File: config.mk
export PLATFORM = sky130hd
export DESIGN_NAME = dual_dac_front
export DESIGN_NICKNAME = d
export VERILOG_FILES = /design/src/rtl/dual_dac_front.sv
export SDC_FILE = /design/constraint.sdc
export NUM_CORES = 1
export LEC_CHECK = 0
export BUFFER_PORTS_ARGS = -buffer_cell sky130_fd_sc_hd__buf_4
export CAP_MARGIN = 40
export CORE_MARGIN = 4
export CORE_UTILIZATION = 56
export CTS_CLUSTER_DIAMETER = 50
export DETAILED_ROUTE_END_ITERATION = 10
export PLACE_DENSITY_LB_ADDON = 0.12
export SETUP_SLACK_MARGIN = 0.02
export SYNTH_ARGS = -nofsm -noshare
export SYNTH_HDL_FRONTEND = slang
export SYNTH_SLANG_ARGS = --single-unit
File: constraint.sdc
create_clock -name clk -period 2.2 [get_ports clk]
set_input_delay 0.22 -clock clk [delete_from_list [all_inputs] [get_ports clk]]
set_output_delay 0.22 -clock clk [all_outputs]
set_load 0.02 [all_outputs]
File: src/rtl/dual_dac_front.sv
module dual_dac_front #(
  parameter int DW  = 12,
  parameter int SEG = 3,
  parameter int NIB = 4
) (
  input  logic                  clk,
  input  logic                  rst_n,
  input  logic [DW-1:0]         bus_d,
  input  logic                  wide_sel,
  input  logic                  cs,
  input  logic                  wr1,
  input  logic [1:0]            adr,
  input  logic                  wr2,
  input  logic                  xfer,
  input  logic                  clr,
  output logic [(2**SEG)-2:0]   seg_a,
  output logic [DW-SEG-1:0]     lsb_a,
  output logic [(2**SEG)-2:0]   seg_b,
  output logic [DW-SEG-1:0]     lsb_b
);
  localparam int LW  = DW - SEG;
  localparam int THW = (2**SEG) - 1;
  localparam logic [DW-1:0] MID = DW'(1) << (DW-1);

  function automatic logic [THW-1:0] therm(input logic [SEG-1:0] k);
    logic [THW-1:0] t;
    for (int j = 0; j < THW; j++) t[j] = (32'(k) > j);
    return t;
  endfunction

  localparam logic [THW-1:0] MID_SEG = therm(MID[DW-1 -: SEG]);

  logic [DW-1:0]  stg_q [2];
  logic [THW-1:0] seg_q [2];
  logic [LW-1:0]  lsb_q [2];

  wire cmd_clr  = wr2 & clr;
  wire cmd_xfer = wr2 & xfer & ~clr;

  for (genvar i = 0; i < 2; i++) begin : g_ch
    wire wen = cs & wr1 & adr[i];
    wire [DW-1:0] stg_d = wide_sel ? bus_d : {stg_q[i][DW-1:NIB], bus_d[DW-1 -: NIB]};

    always_ff @(posedge clk or negedge rst_n) begin
      if (!rst_n)   stg_q[i] <= MID;
      else if (wen) stg_q[i] <= stg_d;
    end

    always_ff @(posedge clk or negedge rst_n) begin
      if (!rst_n) begin
        seg_q[i] <= MID_SEG;
        lsb_q[i] <= '0;
      end else if (cmd_clr) begin
        seg_q[i] <= MID_SEG;
        lsb_q[i] <= '0;
      end else if (cmd_xfer) begin
        seg_q[i] <= therm(stg_q[i][DW-1 -: SEG]);
        lsb_q[i] <= stg_q[i][LW-1:0];
      end
    end

    a_r4_stage_hold: assert property (@(posedge clk) disable iff (!rst_n)
      !(cs && wr1 && adr[i]) |=> $stable(stg_q[i]));
    a_r2_wide_load: assert property (@(posedge clk) disable iff (!rst_n)
      (cs && wr1 && adr[i] && wide_sel) |=> stg_q[i] == $past(bus_d));
    a_r3_nibble_load: assert property (@(posedge clk) disable iff (!rst_n)
      (cs && wr1 && adr[i] && !wide_sel) |=>
        (stg_q[i][DW-1:NIB] == $past(stg_q[i][DW-1:NIB])) &&
        (stg_q[i][NIB-1:0] == $past(bus_d[DW-1 -: NIB])));
    a_r7_clear_mid: assert property (@(posedge clk) disable iff (!rst_n)
      (wr2 && clr) |=> (seg_q[i] == MID_SEG) && (lsb_q[i] == '0));
    a_r6_xfer_low: assert property (@(posedge clk) disable iff (!rst_n)
      (wr2 && xfer && !clr) |=> lsb_q[i] == $past(stg_q[i][LW-1:0]));
    a_r6_out_hold: assert property (@(posedge clk) disable iff (!rst_n)
      !(wr2 && (clr || xfer)) |=> $stable(seg_q[i]) && $stable(lsb_q[i]));
    a_r8_therm_shape: assert property (@(posedge clk) disable iff (!rst_n)
      (seg_q[i] & (seg_q[i] + 1'b1)) == '0);
  end

  assign seg_a = seg_q[0];
  assign lsb_a = lsb_q[0];
  assign seg_b = seg_q[1];
  assign lsb_b = lsb_q[1];
endmodule

# Word level (Yosys, flattened, before mapping)
# Index checks and enable logic that the tools add are counted.
[op_classes]
reduce_logical = 3
mux = 10
n_lt_le_gt_ge = 14
bitwise = 7
[ops]
columns = ["operator", "n"]
rows = [
  ["9-bit 2-to-1 mux", 4],
  ["7-bit 2-to-1 mux", 4],
  ["3-bit > comparator, second input constant", 6],
  ["3-bit by 1-bit > comparator with 1-bit output, second input constant", 4],
  ["3-bit by 2-bit > comparator with 1-bit output, second input constant", 4],
  ["4-bit 2-to-1 mux", 2],
  ["1-bit bitwise AND", 6],
  ["2-bit AND reduction", 2],
  ["2-bit nonzero test", 1],
  ["1-bit inverter", 1],
]
[totals]
output_inout_bits = 32
word_cells = 42
regBits = 56
in_bits = 22

# Logic depth before layout (Yosys ltp)
[logic_depth]
depth_word = 4
ltp_mapped = 4
mapped_depth_nobuf = 2

# Worst setup path after synthesis
# No wires, ideal clock.
[synth_timing]
path_kind = "flip-flop to flip-flop"
startpoint = "register stg_q[10] (netlist bit)"
endpoint = "register seg_q (netlist bit seg_b[4])"
setup_slack_ns = 1.148
arrival_time_ns = 0.931
path_buffers = 0
setup_time_ns = 0.122
period_less_slack_ns = 1.052
path_stages_with_launch = 3
t_required_ns = 2.078
path_cell_list = "dfrtp_1 > or2_2 > a32o_1"
[synth_between]
elab_chain_cells = 3
[synth_rtl]
columns = ["item", "line_no", "text"]
rows = [
  ["from (decl)", "33", "logic [DW-1:0] stg_q [2];"],
  ["from (signal, indexed assignment)", "46", "else if (wen) stg_q[i] <= stg_d;"],
  ["3-bit > comparator", "27", "for (int j = 0; j < THW; j++) t[j] = (32'(k) > j);"],
  ["7-bit 2-to-1 mux", "56", "end else if (cmd_xfer) begin"],
  ["7-bit 2-to-1 mux", "53", "end else if (cmd_clr) begin"],
  ["to (signal, indexed assignment)", "57", "seg_q[i] <= therm(stg_q[i][DW-1 -: SEG]);"],
  ["to (decl)", "34", "logic [THW-1:0] seg_q [2];"],
]
# Every way passes these cells. The select of a mux whose other input is x is not followed.
# A chain may end at the register's enable or synchronous reset.

# Worst setup path in the final report
[layout_timing]
startpoint = "register seg_q (netlist bit seg_a[1])"
endpoint = "output seg_a[1]"
[layout_rtl]
columns = ["item", "line_no", "text"]
rows = [
  ["to (decl)", "16", "output logic [(2**SEG)-2:0] seg_a,"],
]
# No word-level cell between the ends.

==> summary.md <==
| Metric | Value |
|---|---|
| Most numerous cell in the Yosys netlist | dfrtp_1 |
| Ys Warns | 0 |
| DRT Pass-1 Iters | 4 |
| Clock Latency Late Sink | 0.31 ns |
| Post-synth ARST share | 100% |
| Hold Path Class | input port to flip-flop |
| Die height | 71.9 um |
| Tcrit/Tclk final | 56.2% |
| Clock slew at reported path FFs | 0.09 ns |
| Fmax | 0.809 GHz |
| Largest cells by area after synthesis | dfrtp_1, dfstp_2, mux2_2 |
| Cell Pwr Density | 889 nW/um^2 |
| First-pass GRT wire length | 8050 um |
| Remaining antenna violation count | 0 |
| Count of pins over their slew limit | 0 |
| Syn nets | 184 |
| Setup Skew | 0.00346 ns |
| Fin crit period | 1.24 ns |
| Crit path max fanout | 3 |
| Util after Layout | 73.9% |
| Share of cells above drive strength 1 | 45.1% |
| Yosys top cell area share | 50.4% |
| Slowest stage delay, CP | 0.57 ns |
| Post-synth top cells | dfrtp_1, a22o_1, mux2_2 |
| Count of flip-flops with a built-in enable after synthesis | 0 |
| Gr ovfl total | 0 |
| Register area share after synthesis | 61.9% |
| Max-cap violation count | 0 |
| Status | finished, final reports clean |
| Main synth FF type | dfrtp_1 |
| Critical Path Source Type | flip-flop |
| CP max-delay cell | dfstp_2 |
| Antenna cell count | 0 |
| Die width | 71.9 um |
| Final net count | 236 |
| CTS tree | yes |
| Netlist cell types | 36 |
| RSZ-0062 raised after global routing | no |
| Crit-path cells | buf_4 |
| Max VDD drop | 677 uV |
| Total core area | 3800 sq um |
| Port bufs | 53 |
| Crit path kind | flip-flop to output port |
| Sink Count | 56 |
| Crit path capture type | output port |
| Syn Area/Cell | 14.1 sq um |
| H-tree depth | 2 |
| Worst path top cell family by delay | flip-flops |
| Vias | 1582 |
| DP HPWL | 3570 um |
| Number of global-route vias before repair | 1593 |
| Post-cts resize count | 0 |
| Total die area | 5170 sq um |
| #FFs+latches synth | 56 |
| Synthesized instance count | 162 |
| Final setup viols | 0 |
| Mapped Area | 2280 sq um |
| Final hold vios | 0 |
| Worst-margin pin slew | 0.664 ns |
| WP data required | 1.98 ns |
| Area grow syn2layout | 22.9% |
| Gpl congestion | 0.759 |
| WP buf/inv | 1 |
| WL/cell | 18.6 um |
| Setup TNS | 0 ns |
| Pleak | 1.30 nW |
| Tot GR Track Use | 20.5% |
| Row Count | 22 |
| Leading area contributor after synthesis | dfrtp_1 |
| Arr. time, crit path | 1.02 ns |
| Post-route DRC | 0 |
| Initial DRC count | 128 |
| Initial antenna violation count | 0 |
| CTS Buffer Depth | 2 |
| Num ports | 54 |
| Via density per instance | 6.02 |
| Routed WL | 4900 um |
| Initial Utilization | 60.1% |
| Relative slew margins | 55.8% |
| Largest net degree at the start of global routing | 57 |
| CTS Buf Count | 5 |
| Clk Tree Root Cell | clkbuf_8 |
final timing paths:
| path | start | to | slack, ns | cells after the start |
|---|---|---|---|---|
| setup / recovery | seg_a[1] | seg_a[1] | 0.96 | 1 |
| hold / removal | bus_d[6] | stg_q[18] | 0.15 | 2 |
| setup reg to reg | stg_q[11] | seg_b[3] | 1.09 | 2 |
| hold reg to reg | stg_q[4] | lsb_b[4] | 0.50 | 1 |
| max in group asynchronous | rst_n | stg_q[9] | 1.27 | 2 |
| min in group asynchronous | rst_n | stg_q[18] | 0.50 | 2 |
state kept, by name (all words and copies together) (netlist names):
register,flops
lsb_a,9
lsb_b,9
seg_a,7
seg_b,7
stg_q,24
cell type report:
| cell class | count | area (sq um) |
|---|---|---|
| Multi-Input combinational cell | 91 | 786 |
| Clock inverter | 3 | 42.5 |
| Timing Repair Buffer | 56 | 423 |
| Tap cell | 48 | 60.1 |
| Sequential cell | 56 | 1410 |
| Clock buffer | 5 | 68.8 |
| Inverter | 4 | 15.0 |
| Fill cell | 276 | 990 |
cells in the final DEF, fill, tap and decap left out, types with 2 or more instances in the layout:
| master | synthesis | final |
|---|---|---|
| nor3_1 | 4 | 4 |
| inv_1 | 4 | 4 |
| and3_1 | 2 | 2 |
| a31oi_1 | 8 | 8 |
| o2bb2ai_1 | 2 | 2 |
| a21oi_1 | 9 | 9 |
| a2bb2oi_1 | 3 | 3 |
| nor2_1 | 2 | 2 |
| nand4_4 | 2 | 2 |
| buf_4 | 6 | 55 |
| mux2_2 | 16 | 16 |
| dfrtp_1 | 46 | 46 |
| a32o_1 | 2 | 2 |
| mux2i_1 | 4 | 4 |
| a22o_1 | 18 | 18 |
| o32a_1 | 2 | 2 |
| dfstp_2 | 10 | 10 |
| clkbuf_8 | 0 | 5 |
timing repair:
action,CTS,global route
buffers inserted,0,0
hold endpoints to repair,46,0
hold buffers,1,0
cell families (layout without fill, tap and decap cells):
group / Yosys count / after routing / share of synthesized area, %
buf+inv: 15 / 68 / 3.72
flops: 56 / 56 / 61.9
mux: 20 / 20 / 9.64
compound gates: 51 / 51 / 17.3
simple gates: 20 / 20 / 7.50
where the power goes:
group,leakage (nW),internal [mW],total (mW),switching (mW)
Combinational,0.566,0.251,0.506,0.255
Sequential,0.684,1.21,1.33,0.123
Clock,0.0541,0.337,0.657,0.321
Total,1.30,1.80,2.50,0.699
per-stage QoR:
| stage | setup WS [ns] | instances | power (mW) | cell area [sq um] | hold WS, ns |
|---|---|---|---|---|---|
| global route | 0.918 | 263 | 2.62 | 2810 | 0.129 |
| detailed placement | 0.791 | 254 | 1.86 | 2690 | 0.302 |
| finish | 0.964 | 263 | 2.50 | 2810 | 0.147 |
| CTS | 0.956 | 263 | 2.52 | 2810 | 0.136 |
| global placement | 0.835 | 254 | 1.82 | 2690 | 0.277 |
| floorplan | 1.15 | 162 | 1.62 | 2280 | -0.0756 |
layer usage:
metal	up-vias	share of wire, %	track usage (%)
met5	-	0	0
li1	723	-	-
met1	793	39	25.4
met2	58	52	34.0
met3	8	7.3	6.45
met4	0	1.6	7.10
No activity file was read; power rests on OpenSTA's default activity.
